--- src/rtl/burst_col_pkg.sv ---
package burst_col_pkg;

  typedef enum logic [2:0] {
    BL_ONE   = 3'd0,
    BL_TWO   = 3'd1,
    BL_FOUR  = 3'd2,
    BL_EIGHT = 3'd3,
    BL_PAGE  = 3'd7
  } blen_e;

  // Bit 2 of the length code marks a full-page burst.
  function automatic logic is_page(logic [2:0] code);
    return code[2];
  endfunction

  // Wrap mask (length minus one) for the short burst lengths.
  function automatic logic [2:0] short_mask(logic [2:0] code);
    logic [2:0] m;
    case (code[1:0])
      2'd0:    m = 3'b000;
      2'd1:    m = 3'b001;
      2'd2:    m = 3'b011;
      default: m = 3'b111;
    endcase
    return m;
  endfunction

endpackage

--- src/rtl/bcg_addr_map.sv ---
module bcg_addr_map
  import burst_col_pkg::*;
#(
  parameter int COL_W = 10
) (
  input  logic [COL_W-1:0] base_col,
  input  logic [COL_W-1:0] beat,
  input  logic [2:0]       blen,
  input  logic             ilv,
  output logic [COL_W-1:0] addr
);

  logic [COL_W-1:0] wrap_mask;
  logic [COL_W-1:0] low_part;

  always_comb begin
    wrap_mask = '0;
    if (is_page(blen)) wrap_mask = '1;
    else               wrap_mask[2:0] = short_mask(blen);
    // Full page always steps sequentially.
    if (ilv && !is_page(blen)) low_part = base_col ^ beat;
    else                       low_part = base_col + beat;
    addr = (base_col & ~wrap_mask) | (low_part & wrap_mask);
  end

endmodule

--- src/rtl/bcg_sequencer.sv ---
module bcg_sequencer
  import burst_col_pkg::*;
#(
  parameter int COL_W = 10
) (
  input  logic             clk,
  input  logic             rst_n,
  input  logic [2:0]       cfg_blen,
  input  logic             cfg_ilv,
  input  logic             cfg_wr_single,
  input  logic             cmd_rd,
  input  logic             cmd_wr,
  input  logic             cmd_stop,
  input  logic [COL_W-1:0] cmd_col,
  output logic [COL_W-1:0] map_base,
  output logic [COL_W-1:0] map_beat,
  output logic [2:0]       map_blen,
  output logic             map_ilv,
  output logic             beat_v,
  output logic             beat_we
);

  logic             issue;
  logic             issue_wr;
  logic [2:0]       eff_blen;
  logic             last_beat;

  logic             st_act;
  logic             st_wr;
  logic             st_ilv;
  logic [2:0]       st_blen;
  logic [COL_W-1:0] st_base;
  logic [COL_W-1:0] st_beat;

  always_comb begin
    issue    = cmd_rd | cmd_wr;
    issue_wr = cmd_wr & ~cmd_rd;
    eff_blen = (issue_wr && cfg_wr_single) ? BL_ONE : cfg_blen;
    last_beat = !is_page(st_blen) &&
                (st_beat == {{(COL_W-3){1'b0}}, short_mask(st_blen)});
  end

  // A fresh command is presented to the mapper in its own clock.
  always_comb begin
    if (issue) begin
      map_base = cmd_col;
      map_beat = '0;
      map_blen = eff_blen;
      map_ilv  = cfg_ilv;
      beat_we  = issue_wr;
    end else begin
      map_base = st_base;
      map_beat = st_beat;
      map_blen = st_blen;
      map_ilv  = st_ilv;
      beat_we  = st_wr;
    end
    beat_v = issue | (st_act & ~cmd_stop);
  end

  always_ff @(posedge clk) begin
    if (!rst_n) begin
      st_act  <= 1'b0;
      st_wr   <= 1'b0;
      st_ilv  <= 1'b0;
      st_blen <= BL_ONE;
      st_base <= '0;
      st_beat <= '0;
    end else if (issue) begin
      st_act  <= (eff_blen != BL_ONE);
      st_wr   <= issue_wr;
      st_ilv  <= cfg_ilv;
      st_blen <= eff_blen;
      st_base <= cmd_col;
      st_beat <= {{(COL_W-1){1'b0}}, 1'b1};
    end else if (cmd_stop) begin
      st_act <= 1'b0;
    end else if (st_act) begin
      st_beat <= st_beat + 1'b1;
      if (last_beat) st_act <= 1'b0;
    end
  end

endmodule

--- src/rtl/bcg_rd_pipe.sv ---
module bcg_rd_pipe #(
  parameter int COL_W  = 10,
  parameter int MAX_CL = 3
) (
  input  logic             clk,
  input  logic             rst_n,
  input  logic             in_v,
  input  logic [COL_W-1:0] in_col,
  input  logic             sel_long,
  output logic             out_v,
  output logic [COL_W-1:0] out_col
);

  localparam int TAP_LONG  = MAX_CL - 1;
  localparam int TAP_SHORT = MAX_CL - 2;

  logic             v_q [MAX_CL];
  logic [COL_W-1:0] c_q [MAX_CL];

  for (genvar i = 0; i < MAX_CL; i++) begin : g_stage
    if (i == 0) begin : g_head
      always_ff @(posedge clk) begin
        if (!rst_n) begin
          v_q[0] <= 1'b0;
          c_q[0] <= '0;
        end else begin
          v_q[0] <= in_v;
          c_q[0] <= in_col;
        end
      end
    end else begin : g_tail
      always_ff @(posedge clk) begin
        if (!rst_n) begin
          v_q[i] <= 1'b0;
          c_q[i] <= '0;
        end else begin
          v_q[i] <= v_q[i-1];
          c_q[i] <= c_q[i-1];
        end
      end
    end
  end

  always_comb begin
    out_v   = sel_long ? v_q[TAP_LONG] : v_q[TAP_SHORT];
    out_col = sel_long ? c_q[TAP_LONG] : c_q[TAP_SHORT];
  end

endmodule

--- src/rtl/burst_col_gen.sv ---
module burst_col_gen
  import burst_col_pkg::*;
#(
  parameter int COL_W  = 10,
  parameter int MAX_CL = 3
) (
  input  logic             clk,
  input  logic             rst_n,
  input  logic [2:0]       cfg_blen,
  input  logic             cfg_ilv,
  input  logic             cfg_cl3,
  input  logic             cfg_wr_single,
  input  logic             cmd_rd,
  input  logic             cmd_wr,
  input  logic             cmd_stop,
  input  logic [COL_W-1:0] cmd_col,
  output logic             col_valid,
  output logic [COL_W-1:0] col_addr,
  output logic             col_wr_en,
  output logic             rd_valid,
  output logic [COL_W-1:0] rd_col
);

  logic [COL_W-1:0] map_base;
  logic [COL_W-1:0] map_beat;
  logic [2:0]       map_blen;
  logic             map_ilv;
  logic             beat_v;
  logic             beat_we;

  bcg_sequencer #(.COL_W(COL_W)) u_seq (
    .clk           (clk),
    .rst_n         (rst_n),
    .cfg_blen      (cfg_blen),
    .cfg_ilv       (cfg_ilv),
    .cfg_wr_single (cfg_wr_single),
    .cmd_rd        (cmd_rd),
    .cmd_wr        (cmd_wr),
    .cmd_stop      (cmd_stop),
    .cmd_col       (cmd_col),
    .map_base      (map_base),
    .map_beat      (map_beat),
    .map_blen      (map_blen),
    .map_ilv       (map_ilv),
    .beat_v        (beat_v),
    .beat_we       (beat_we)
  );

  bcg_addr_map #(.COL_W(COL_W)) u_map (
    .base_col (map_base),
    .beat     (map_beat),
    .blen     (map_blen),
    .ilv      (map_ilv),
    .addr     (col_addr)
  );

  always_comb begin
    col_valid = beat_v;
    col_wr_en = beat_v & beat_we;
  end

  bcg_rd_pipe #(.COL_W(COL_W), .MAX_CL(MAX_CL)) u_pipe (
    .clk      (clk),
    .rst_n    (rst_n),
    .in_v     (beat_v & ~beat_we),
    .in_col   (col_addr),
    .sel_long (cfg_cl3),
    .out_v    (rd_valid),
    .out_col  (rd_col)
  );

endmodule

--- config.mk ---
export PLATFORM = sky130hd
export DESIGN_NAME = burst_col_gen
export DESIGN_NICKNAME = d
export VERILOG_FILES = /design/src/rtl/burst_col_pkg.sv /design/src/rtl/bcg_addr_map.sv /design/src/rtl/bcg_sequencer.sv /design/src/rtl/bcg_rd_pipe.sv /design/src/rtl/burst_col_gen.sv
export SDC_FILE = /design/constraint.sdc
export NUM_CORES = 1
export LEC_CHECK = 0
export BUFFER_PORTS_ARGS = -buffer_cell sky130_fd_sc_hd__buf_2
export CAP_MARGIN = 20
export CELL_PAD_IN_SITES_DETAIL_PLACEMENT = 0
export CELL_PAD_IN_SITES_GLOBAL_PLACEMENT = 2
export CORE_ASPECT_RATIO = 1.1
export CORE_MARGIN = 2
export CORE_UTILIZATION = 35
export DETAILED_ROUTE_END_ITERATION = 16
export GPL_ROUTABILITY_DRIVEN = 0
export PLACE_DENSITY_LB_ADDON = 0.3
export RECOVER_POWER = 25
export SETUP_SLACK_MARGIN = 0.4
export SKIP_LAST_GASP = 1
export SLEW_MARGIN = 20
export SYNTH_ARGS = -nofsm -noshare
export SYNTH_HDL_FRONTEND = slang
export SYNTH_SLANG_ARGS = --single-unit
--- constraint.sdc ---
create_clock -name clk -period 4.05 [get_ports clk]
set_clock_uncertainty 0.15 [all_clocks]
set_input_delay 0.6075 -clock clk [delete_from_list [all_inputs] [get_ports clk]]
set_output_delay 0.6075 -clock clk [all_outputs]
set_load 0.05 [all_outputs]
==> flow_summary.json <==
{
  "status": "completed",
  "whs_ns": 0.285,
  "crit_fanout": 6,
  "r2r_slack_ns": 1.42,
  "synth_mux_area_frac": 0.110,
  "routedWlPerCell_um": 13.0,
  "power_density_nw_per_um2": 379,
  "async_flop_share": 0,
  "path_clk_slew_ns": 0.07,
  "synth-xor-area-share": 0.0542,
  "final_core_util": 0.512,
  "viasPerCell": 4.59,
  "max_freq_mhz": 263,
  "ys.warnings.count": 0,
  "synth_area_leader_cell": "dfxtp_1",
  "grt_max_degree": 37,
  "drt_iter0_markers": 45,
  "synth-compound-area-share": 0.0893,
  "yosys.area_share.simple": 0.230,
  "finalNonFillerCells": 469,
  "die_width_um": 88.5,
  "ys_ff_latch": 59,
  "syn_avg_cell_area_um2": 9.50,
  "synth-edff-count": 0,
  "port-buffer-count": 43,
  "synthesis.area_um2": 2750,
  "std_cell_rows": 33,
  "wirelength_mm": 6.11,
  "synthDistinctLibCells": 48,
  "crit_path_end_kind": "output pin",
  "worstPathRequired_ns": 3.29,
  "final_antenna_net_count": 0,
  "yosysSeqAreaShare": 0.430,
  "cts_tree": "built",
  "die_area_um2": 8570,
  "fp.dieH_um": 96.9,
  "rsz0062_at_grt": "yes",
  "arrival_ns": 3.04,
  "nets": 391,
  "finalCritPeriodShare": 0.937,
  "ios": 44,
  "max-cap-violations": 0,
  "grt_overflow": 0,
  "vias": 2152,
  "insertion_delay_ns": 0.33,
  "antenna-diode-count": 0,
  "initial_core_util": 0.365,
  "cts_hold_buf": 0,
  "htree_levels": 3,
  "p_leak_nw": 1.68,
  "synth_top_area_frac": 0.430,
  "synth_top_family_by_area": "simple AND/OR/NAND/NOR gates",
  "fin_setup_tns_ns": 0,
  "min_period_ns": 3.80,
  "hold_class": "flip-flop to flip-flop",
  "firstDrtPassIters": 4,
  "clockBufferDepth": 2,
  "synthAdderAreaFrac": 0.0528,
  "numCtsBuffers": 9,
  "dpl_worst_slack_ns": 0.117,
  "synth_top_flop_cell": "dfxtp_1",
  "hold_viol": 0,
  "grt_pass1_wl_mm": 10.2,
  "synthCells": 289,
  "syn_to_final_growth_pct": 40.1,
  "dp_cells": 432,
  "antenna_found_initial": 0,
  "vdd_ir_drop_max_mv": 0.150,
  "slew-limit-headroom": 0.209,
  "syn_nets": 321,
  "startpoint_type": "primary input",
  "core-area_um2": 7510,
  "timing.final.ws_setup_ns": 0.254,
  "worstMarginPinSlew_ns": 1.19,
  "critPathKind": "primary input to output pin",
  "dp_hpwl_mm": 4.19,
  "maxSlewViolCount": 0,
  "drive_gt1_frac": 0.387,
  "drc": 0,
  "root_buffer": "clkbuf_8",
  "synth_area_leaders": "dfxtp_1 43%, and2_1 9.8%, mux2_2 6.2%, ha_1 4.6%, nor2_1 3.8%",
  "cts.sinks": 59,
  "grt_pass1_vias": 2141,
  "grtUsageTotal": 0.152,
  "setup_viol": 0
}
[critical path, cell delays in order]
cell and delay, ns:
buf_8 0.10, nor2_4 0.17, buf_12 0.14, mux2_4 0.32, ha_4 0.17, fa_2 0.34
a21o_1 0.18, a21oi_2 0.17, nor2b_2 0.07, o31a_1 0.30, xnor2_2 0.16, a21oi_4 0.13
buf_6 0.17
[sequential cells by signal (all words and copies together), names as in the netlist]
register,count
u_pipe.c_q,30
u_seq.st_base,10
u_seq.st_beat,10
u_pipe.v_q,3
u_seq.st_blen,3
u_seq.st_act,1
u_seq.st_ilv,1
u_seq.st_wr,1
[final timing paths]
kind                                  startpoint               end  depth (start not counted)
worst min register to register  u_pipe.c_q[0][5]  u_pipe.c_q[1][5]                          1
worst max register to register  u_seq.st_beat[1]  u_pipe.c_q[0][9]                          9
worst max-delay path                      cmd_rd       col_addr[6]                         13
worst min-delay path            u_pipe.c_q[0][5]  u_pipe.c_q[1][5]                          1
[layout make-up]
| cell class | count | area [um^2] |
|---|---|---|
| Clock inverter | 6 | 63.8 |
| Multi-Input combinational cell | 209 | 1720 |
| Fill cell | 737 | 3670 |
| Tap cell | 105 | 131 |
| Clock buffer | 10 | 138 |
| Sequential cell | 59 | 1180 |
| Timing Repair Buffer | 72 | 583 |
| Inverter | 8 | 30.0 |
[cells by family after synthesis]
family	count (synthesis)
flip-flops	59
AND/OR/NAND/NOR	116
adder cells (fa/ha/maj)	11
XOR/XNOR	17
AO/OA/AOI/OAI	38
multiplexers	27
buffers and inverters	21
[cell usage in the layout (no fill, tap or decap), types with 2 or more instances in the layout]
cell,instances
a211oi_1,2
a21o_1,2
a21oi_1,12
a21oi_2,4
a21oi_4,2
a22o_1,2
and2_0,6
and2_1,36
and3_1,3
buf_12,3
buf_2,33
buf_4,24
buf_6,7
buf_8,2
bufbuf_16,2
clkbuf_8,10
clkinv_2,2
clkinvlp_4,2
dfxtp_1,59
ha_1,3
ha_4,6
inv_1,7
mux2_2,14
mux2i_1,5
mux2i_2,3
mux2i_4,3
nand2_1,13
nand3_1,6
nand4_1,4
nor2_1,28
nor4_1,4
o21a_1,2
o31ai_1,2
or2_2,2
xnor2_1,4
xnor2_2,2
xor2_1,9
[power breakdown]
| group | switching (W) | internal [W] |
|---|---|---|
| Sequential | 0.0000109 | 0.000611 |
| Clock | 0.000243 | 0.000301 |
| Combinational | 0.000170 | 0.000125 |
[synthesized netlist by cell type, types with 2 or more instances]
library cell / instances
nand3_1: 7
and3_1: 3
buf_2: 2
o21a_1: 2
clkbuf_1: 9
nand2_1: 13
xor2_1: 11
a21o_1: 2
or2_2: 2
dfxtp_1: 59
o31ai_1: 2
a211oi_1: 2
xnor2_1: 6
nor2_1: 28
o21ai_0: 2
nor2b_1: 2
nor3_1: 2
nand4_1: 4
a22o_1: 2
nor4_1: 4
a21oi_1: 17
inv_1: 8
mux2i_1: 10
and2_1: 43
mux2_2: 15
ha_1: 10
[per-layer routing]
layer,vias up,share of wire,global-route usage
met5,-,0,0
met4,0,0.010,0.0420
met3,7,0.035,0.0435
met2,39,0.47,0.242
met1,987,0.48,0.200
li1,1119,-,-
[stage by stage]
stage | power, W | instance area, um^2
CTS | 0.00145 | 3640
finish | 0.00146 | 3850
global route | 0.00153 | 3850
detailed placement | 0.000881 | 3200
global placement | 0.000879 | 3200
floorplan | 0.000821 | 2850
[timing repair]
item	CTS	global route
buffers inserted	11	8
pin swaps	7	10
setup endpoints to repair	5	7
gates cloned	2	0
gates resized for setup	23	25
No activity file was read; power rests on OpenSTA's default activity.
